### config.mk
export PLATFORM = sky130hd
export DESIGN_NAME = sdram_sched
export DESIGN_NICKNAME = d
export VERILOG_FILES = /design/src/rtl/sdram_sched.sv
export SDC_FILE = /design/constraint.sdc
export NUM_CORES = 1
export LEC_CHECK = 0
export ABC_AREA = 1
export BUFFER_PORTS_ARGS = -buffer_cell sky130_fd_sc_hd__buf_2
export CAP_MARGIN = 20
export CORE_UTILIZATION = 54
export DETAILED_ROUTE_END_ITERATION = 8
export GPL_TIMING_DRIVEN = 0
export PLACE_DENSITY = 0.74
export REMOVE_ABC_BUFFERS = 1
export SLEW_MARGIN = 5
export SYNTH_ARGS = -nofsm -noshare
export SYNTH_HDL_FRONTEND = slang
export SYNTH_SLANG_ARGS = --single-unit
### constraint.sdc
create_clock -name clk -period 2.1 [get_ports clk]
set_clock_uncertainty 0.15 [all_clocks]
set_input_delay 0.42 -clock clk [delete_from_list [all_inputs] [get_ports clk]]
set_output_delay 0.42 -clock clk [all_outputs]
set_load 0.01 [all_outputs]
### src/rtl/sdram_sched.sv
module sdram_sched #(
  parameter int REFI_CYCLES = 64,
  parameter int BL_MAX      = 8,
  parameter int LVL_RELEASE = 1,
  parameter int LVL_MAY     = 2,
  parameter int LVL_NEED    = 4,
  parameter int LVL_MUST    = 7
) (
  input  logic       clk,
  input  logic       rst_n,
  input  logic       req_valid,
  input  logic       req_write,
  input  logic       sref_req,
  input  logic       cfg_wr,
  input  logic [3:0] cfg_be,
  input  logic       done,
  output logic       act_valid,
  output logic [2:0] act_code,
  output logic       req_done,
  output logic [3:0] backlog,
  output logic       in_sref
);
  localparam int BL_W  = 4;
  localparam int TMR_W = (REFI_CYCLES > 1) ? $clog2(REFI_CYCLES) : 1;
  localparam logic [BL_W-1:0] B_MAX  = BL_W'(BL_MAX);
  localparam logic [BL_W-1:0] B_REL  = BL_W'(LVL_RELEASE);
  localparam logic [BL_W-1:0] B_MAY  = BL_W'(LVL_MAY);
  localparam logic [BL_W-1:0] B_NEED = BL_W'(LVL_NEED);
  localparam logic [BL_W-1:0] B_MUST = BL_W'(LVL_MUST);
  localparam logic [TMR_W-1:0] T_END = TMR_W'(REFI_CYCLES - 1);

  localparam logic [2:0] A_NONE = 3'd0, A_INIT = 3'd1, A_REF = 3'd2, A_RD = 3'd3,
                         A_WR = 3'd4, A_SRE = 3'd5, A_SRX = 3'd6;

  typedef enum logic [1:0] {S_IDLE, S_BUSY, S_SREF} st_t;
  st_t st;
  logic [2:0]       cur, pick;
  logic [TMR_W-1:0] tmr;
  logic             burst, pend_init;

  wire cfg_hit  = cfg_wr && (|cfg_be[2:0]);
  wire tick     = (st != S_SREF) && (tmr == T_END);
  wire ref_done = done && (st == S_BUSY) && (cur == A_REF);
  wire lv_must  = backlog >= B_MUST;
  wire lv_need  = backlog >= B_NEED;
  wire lv_low   = backlog >= B_REL;
  wire drain    = lv_must || (burst && backlog > B_REL);

  assign act_valid = (st == S_BUSY);
  assign act_code  = act_valid ? cur : A_NONE;
  assign in_sref   = (st == S_SREF);
  assign req_done  = done && act_valid && (cur == A_RD || cur == A_WR);

  always_comb begin
    if (drain)                       pick = A_REF;
    else if (req_valid && !req_write) pick = A_RD;
    else if (lv_need)                pick = A_REF;
    else if (req_valid)              pick = A_WR;
    else if (lv_low)                 pick = A_REF;
    else if (sref_req)               pick = A_SRE;
    else                             pick = A_NONE;
  end

  always_ff @(posedge clk) begin
    if (!rst_n)          tmr <= '0;
    else if (st == S_SREF || tick) tmr <= '0;
    else                 tmr <= tmr + 1'b1;
  end

  always_ff @(posedge clk) begin
    if (!rst_n) backlog <= '0;
    else if (tick && !ref_done && backlog < B_MAX) backlog <= backlog + 1'b1;
    else if (ref_done && !tick && backlog != '0)   backlog <= backlog - 1'b1;
  end

  always_ff @(posedge clk) begin
    if (!rst_n)                       burst <= 1'b0;
    else if (st == S_IDLE && lv_must) burst <= 1'b1;
    else if (backlog <= B_REL)        burst <= 1'b0;
  end

  always_ff @(posedge clk) begin
    if (!rst_n) begin
      st <= S_BUSY; cur <= A_INIT; pend_init <= 1'b0;
    end else begin
      case (st)
        S_IDLE: begin
          if (cfg_hit) begin st <= S_BUSY; cur <= A_INIT; end
          else if (pick != A_NONE) begin st <= S_BUSY; cur <= pick; end
        end
        S_BUSY: begin
          if (done) begin
            if (cfg_hit || pend_init) begin cur <= A_INIT; pend_init <= 1'b0; end
            else if (cur == A_SRE) st <= S_SREF;
            else st <= S_IDLE;
          end else if (cfg_hit) pend_init <= 1'b1;
        end
        default: begin
          if (cfg_hit) begin st <= S_BUSY; cur <= A_INIT; end
          else if (!sref_req) begin st <= S_BUSY; cur <= A_SRX; end
        end
      endcase
    end
  end

  // an action stays presented unchanged until done
  a_r7_hold: assert property (@(posedge clk) disable iff (!rst_n)
    (act_valid && !done) |=> (act_valid && $stable(act_code)));
  // saturation and single steps
  a_r5_sat: assert property (@(posedge clk) disable iff (!rst_n) backlog <= B_MAX);
  a_r5_step: assert property (@(posedge clk) disable iff (!rst_n)
    1'b1 |=> ((backlog <= $past(backlog) + 4'd1) && (backlog + 4'd1 >= $past(backlog))));
  // frozen backlog and no action in self-refresh
  a_r8_quiet: assert property (@(posedge clk) disable iff (!rst_n)
    (in_sref && $past(in_sref)) |-> ($stable(backlog) && !act_valid));
  // a draining burst always picks refresh
  a_r4_drain: assert property (@(posedge clk) disable iff (!rst_n)
    (st == S_IDLE && lv_must && !cfg_hit) |=> (act_valid && act_code == A_REF));
  // configuration hit while idle forces INIT next cycle
  a_r2_init: assert property (@(posedge clk) disable iff (!rst_n)
    (cfg_hit && st != S_BUSY) |=> (act_valid && act_code == A_INIT));
  // completion pulse only for reads and writes
  a_r9_done: assert property (@(posedge clk) disable iff (!rst_n)
    req_done |-> (done && (act_code == A_RD || act_code == A_WR)));
endmodule

# ---- Word level (Yosys, flattened, before mapping)
# Index checks and enable logic that the tools add are counted.
# W data, S select, Z words.
dict set report totals {
  word_cells 89
  out_inout_bits 10
  register_bits 17
}
dict set report op_classes {
  bitwise_logic 1
  muxes 29
  order_cmp 6
  n_eq_ne 14
  n_reduce_logical 30
  n_addsub 3
}
# operator count
set op_table {}
lappend op_table {{$mux W3} 13}
lappend op_table {{$mux W2} 7}
lappend op_table {{$logic_and A1 B1 Y1} 12}
lappend op_table {{$ge A4 B3 Y1 const B} 2}
lappend op_table {{$mux W4} 2}
lappend op_table {{$reduce_and A4 Y1} 2}
lappend op_table {{$add A6 B1 Y6 const B} 1}
lappend op_table {{$eq A3 B2 Y1 const B} 2}
lappend op_table {{$eq A3 B3 Y1 const B} 2}
lappend op_table {{$eq A6 B6 Y1 const B} 1}
lappend op_table {{$ne A2 B2 Y1 const B} 3}
lappend op_table {{$pmux W3 S2} 1}
lappend op_table {{$reduce_bool A2 Y1} 3}
lappend op_table {{$mux W1} 5}
lappend op_table {{$add A4 B1 Y4 const B} 1}
lappend op_table {{$ge A4 B1 Y1 const B} 1}
lappend op_table {{$gt A4 B1 Y1 const B} 1}
lappend op_table {{$le A4 B1 Y1 const B} 1}
lappend op_table {{$logic_or A1 B1 Y1} 4}
lappend op_table {{$lt A4 B4 Y1 const B} 1}
lappend op_table {{$ne A2 B1 Y1 const B} 2}
lappend op_table {{$ne A4 B1 Y1 const B} 1}
lappend op_table {{$pmux W2 S2} 1}
lappend op_table {{$reduce_bool A4 Y1} 1}
lappend op_table {{11 further kinds} 13}

# ---- Logic depth before layout (Yosys ltp)
dict set report depth {
  word_depth 10
  ltp_mapped 13
  ltp_nobuf 13
}

# ---- Worst setup path after synthesis
# OpenSTA, ideal clock, no wires.
dict set report synth_path {
  path_type {register -> output}
  from {register st[0]}
  to {output port req_done}
  arrival_time_ns 1.296
  path_slack_ns 0.234
  path_buffers 0
  path_stages_with_launch 5
  required_ns 1.530
  cell_sequence {dfxtp_1 inv_2 nor2_4 nand2_2 a2111oi_0}
}
dict set report synth_via {
  elab_chain_len 3
}
# element line_no
set synth_rtl {}
lappend synth_rtl {{from (decl)} 36} ;# st_t st;
lappend synth_rtl {{from (signal assigned)} 84} ;# st <= S_BUSY; cur <= A_INIT; pend_init <= 1'b0;
lappend synth_rtl {{from (signal assigned)} 88} ;# if (cfg_hit) begin st <= S_BUSY; cur <= A_INIT; end
lappend synth_rtl {{from (signal assigned)} 89} ;# else if (pick != A_NONE) begin st <= S_BUSY; cur <= pick; end
lappend synth_rtl {{$eq A2 B1 Y1} 49} ;# assign act_valid = (st == S_BUSY);
lappend synth_rtl {{net act_valid} 17} ;# output logic act_valid,
lappend synth_rtl {{$logic_and A1 B1 Y1 (2 in series)} 52} ;# assign req_done = done && act_valid && (cur == A_RD || cur == A_WR);
lappend synth_rtl {{to (decl)} 19} ;# output logic req_done,
# The timed path passes the listed nets, and every way through them passes these cells.

# ---- Worst setup path in the final report
dict set report layout_path {
  from {register st[0]}
  to {output port req_done}
}
dict set report layout_via {
  elab_chain_len 3
}
# element line_no
set layout_rtl {}
lappend layout_rtl {{$eq A2 B1 Y1} 49}
lappend layout_rtl {{$logic_and A1 B1 Y1 (2 in series)} 52}
# No other way between the ends.

==> flow_metrics.tcl <==
set metrics [dict create \
    status "finished clean" \
    drc 0 \
    port_buffers 19 \
    finalCriticalPeriod_ns 1.98 \
    h-tree-depth 1 \
    arrival_ns 1.41 \
    required_ns 1.53 \
    antenna_found_initial 0 \
    dp_hpwl_um 1630 \
    cts.sinks 17 \
    grt_max_degree 12 \
    dieArea_um2 2210 \
    place_worst_setup_slack_ns 0.268 \
    vias 1048 \
    synth_top_area_cell "dfxtp_1" \
    die_x_um 47.0 \
    max_slew_margin 0.793 \
    insertedDiodeCount 0 \
    syn_area_um2 1090 \
    grt_pass1_wl_um 3470 \
    crit_chain "inv_2 -> nor2_4 -> nand2_4 -> a2111oi_2 -> buf_2" \
    cts_buffers 3 \
    grt_util_all_layers 0.222 \
    final_cell_mix "nand2_1, nor2_1, inv_1" \
    pin_count 21 \
    grt_pass1_vias 910 \
    maxSlewViolCount 0 \
    pwr-share-clk 0.157 \
    cts.hold.buffers_added 0 \
    core_area_um2 1820 \
    p_sw_frac 0.438 \
    detail-route-antenna-nets 0 \
    dpl.cell_count 210 \
    wl_per_cell_um 10.0 \
    area_delta_synth_final_pct 14.3 \
    ir_drop_mv 0.590 \
    fin_cells 214 \
    min_path_type "in2reg" \
    cp-end-kind "primary output" \
    grt.met2_usage 0.397 \
    seq_power_share 0.370 \
    ys_warn_count 0 \
    holdWs_ns 0.265 \
    clk_path_buf_depth 2 \
    grt-ovfl-total 0 \
    initial_core_util 0.601 \
    fin_crit_sh 0.942 \
    place.gp.congestion 0.879 \
    synth_cell_types 23 \
    ys_ff_latch 17 \
    p_per_area_nw_per_um2 945 \
    layout_commonest_cell "nand2_1" \
    avgViaCountPerCell 4.90 \
    die_y_um 47.0 \
    setup_viol 0 \
    cts_tree "built" \
    fin_ws_ns 0.123 \
    hold_violations 0 \
    maxCapViolations 0 \
    clock_latency_ns 0.30 \
    max_freq_ghz 0.506 \
    tns_ns 0 \
    ctsRootBufferMaster "clkbuf_4" \
    worst_pin_slew_ns 0.310 \
    clk_pin_slew_worst_paths_ns 0.10 \
    avgSynthCellArea_um2 6.56 \
    yosysSeqAreaShare 0.311 \
    comb_power_share 0.473 \
    critPathMaxFanout 7 \
    startpoint_type "register" \
    crit_family "flip-flops" \
    cp_slowest_cell "dfxtp_2" \
    p_sw_uw 518 \
    p_int_uw 664 \
    grtUsageMet1 0.259 \
    yosys-top-cells-area "dfxtp_1, nand2_1, nor2_1, inv_1, nand3_1" \
    dr.pass1.iters 4 \
    fin_nets 205 \
    timing_worst_setup_path_type "reg2out" \
    p_leak_nw 0.646 \
    drive_gt1_frac 0.238 \
    synth_top_area_frac 0.311 \
    wirelength_um 2140 \
    busiest_layer "met2" \
    placementRows 15 \
    first_iter_violations 16 \
    rsz0062_at_grt "no" \
    crit_buf_inv 2 \
    slowest_delay_ns 0.37 \
    synth_cells 167 \
    met3_usage 0.0692 \
]
==> synth_stat cells <==
cell,n
a2111oi_0,1
a21oi_1,7
clkbuf_8,1
dfxtp_1,17
ha_1,4
inv_1,24
inv_2,4
nand2_1,36
nand2_2,2
nand3_1,14
nand3_2,4
nand4_1,3
nor2_1,26
nor2_2,2
nor2_4,3
nor3b_1,2
o211ai_1,2
o21ai_0,5
o21ai_1,3
o21ai_2,1
or2_1,1
or2_2,3
xnor2_1,2
==> cells by family (layout without fill, tap and decap cells) <==
logic type               Yosys count  after routing  synth area share
buffers and inverters             29             51             0.109
AND/OR/NAND/NOR                   96             96             0.421
adder cells (fa/ha/maj)            4              4            0.0457
XOR/XNOR                           2              2            0.0160
flip-flops                        17             17             0.311
AO/OA/AOI/OAI                     19             19            0.0983
==> repair_timing <==
item / 4_1_cts / 5_1_grt
resized for setup: 1 / 4
gates cloned: 0 / 0
pin swaps: 0 / 1
endpoints found under the setup margin: 1 / 5
buffers inserted: 0 / 0
==> sequential cells by signal, summed over array words and instances (netlist names) <==
register,cells
backlog,4
burst,1
cur,3
pend_init,1
st,2
tmr,6
==> final cells by class <==
cell class                      instances  area [µm²]
Multi-Input combinational cell        121         647
Fill cell                             165         569
Sequential cell                        17         343
Inverter                               28         105
Timing Repair Buffer                   19        95.1
Tap cell                               25        31.3
Clock buffer                            3        22.5
Clock inverter                          1        7.51
==> power groups by stage <==
stage	combinational, mW	sequential (mW)	clock (mW)
2_1_floorplan	0.408	0.431	0
3_3_place_gp	0.524	0.441	0
3_5_place_dp	0.533	0.443	0
4_1_cts	0.541	0.435	0.191
5_1_grt	0.645	0.445	0.201
6_report	0.559	0.438	0.186
==> final timing paths <==
check / startpoint / endpoint / slack (ns) / cells past startpoint
worst min register to register: tmr[0] / tmr[0] / 0.31 / 1
worst max-delay path: st[0] / req_done / 0.12 / 5
worst max register to register: backlog[1] / cur[2] / 0.24 / 13
worst min-delay path: rst_n / st[0] / 0.27 / 2
==> per-layer routing <==
metal / vias up / part of all wire
li1: 571 / -
met1: 461 / 0.49
met2: 16 / 0.48
met3: 0 / 0.034
met4: 0 / 0
met5: - / 0
==> through the flow <==
stage / util / total power [mW] / cell area [µm²]
2_1_floorplan: - / 0.839 / 1080
4_1_cts: 0.680 / 1.17 / 1240
5_1_grt: 0.687 / 1.29 / 1250
3_5_place_dp: 0.663 / 0.976 / 1210
3_3_place_gp: 0.663 / 0.965 / 1210
6_report: 0.687 / 1.18 / 1250
Power figures use the tool's default switching activity.
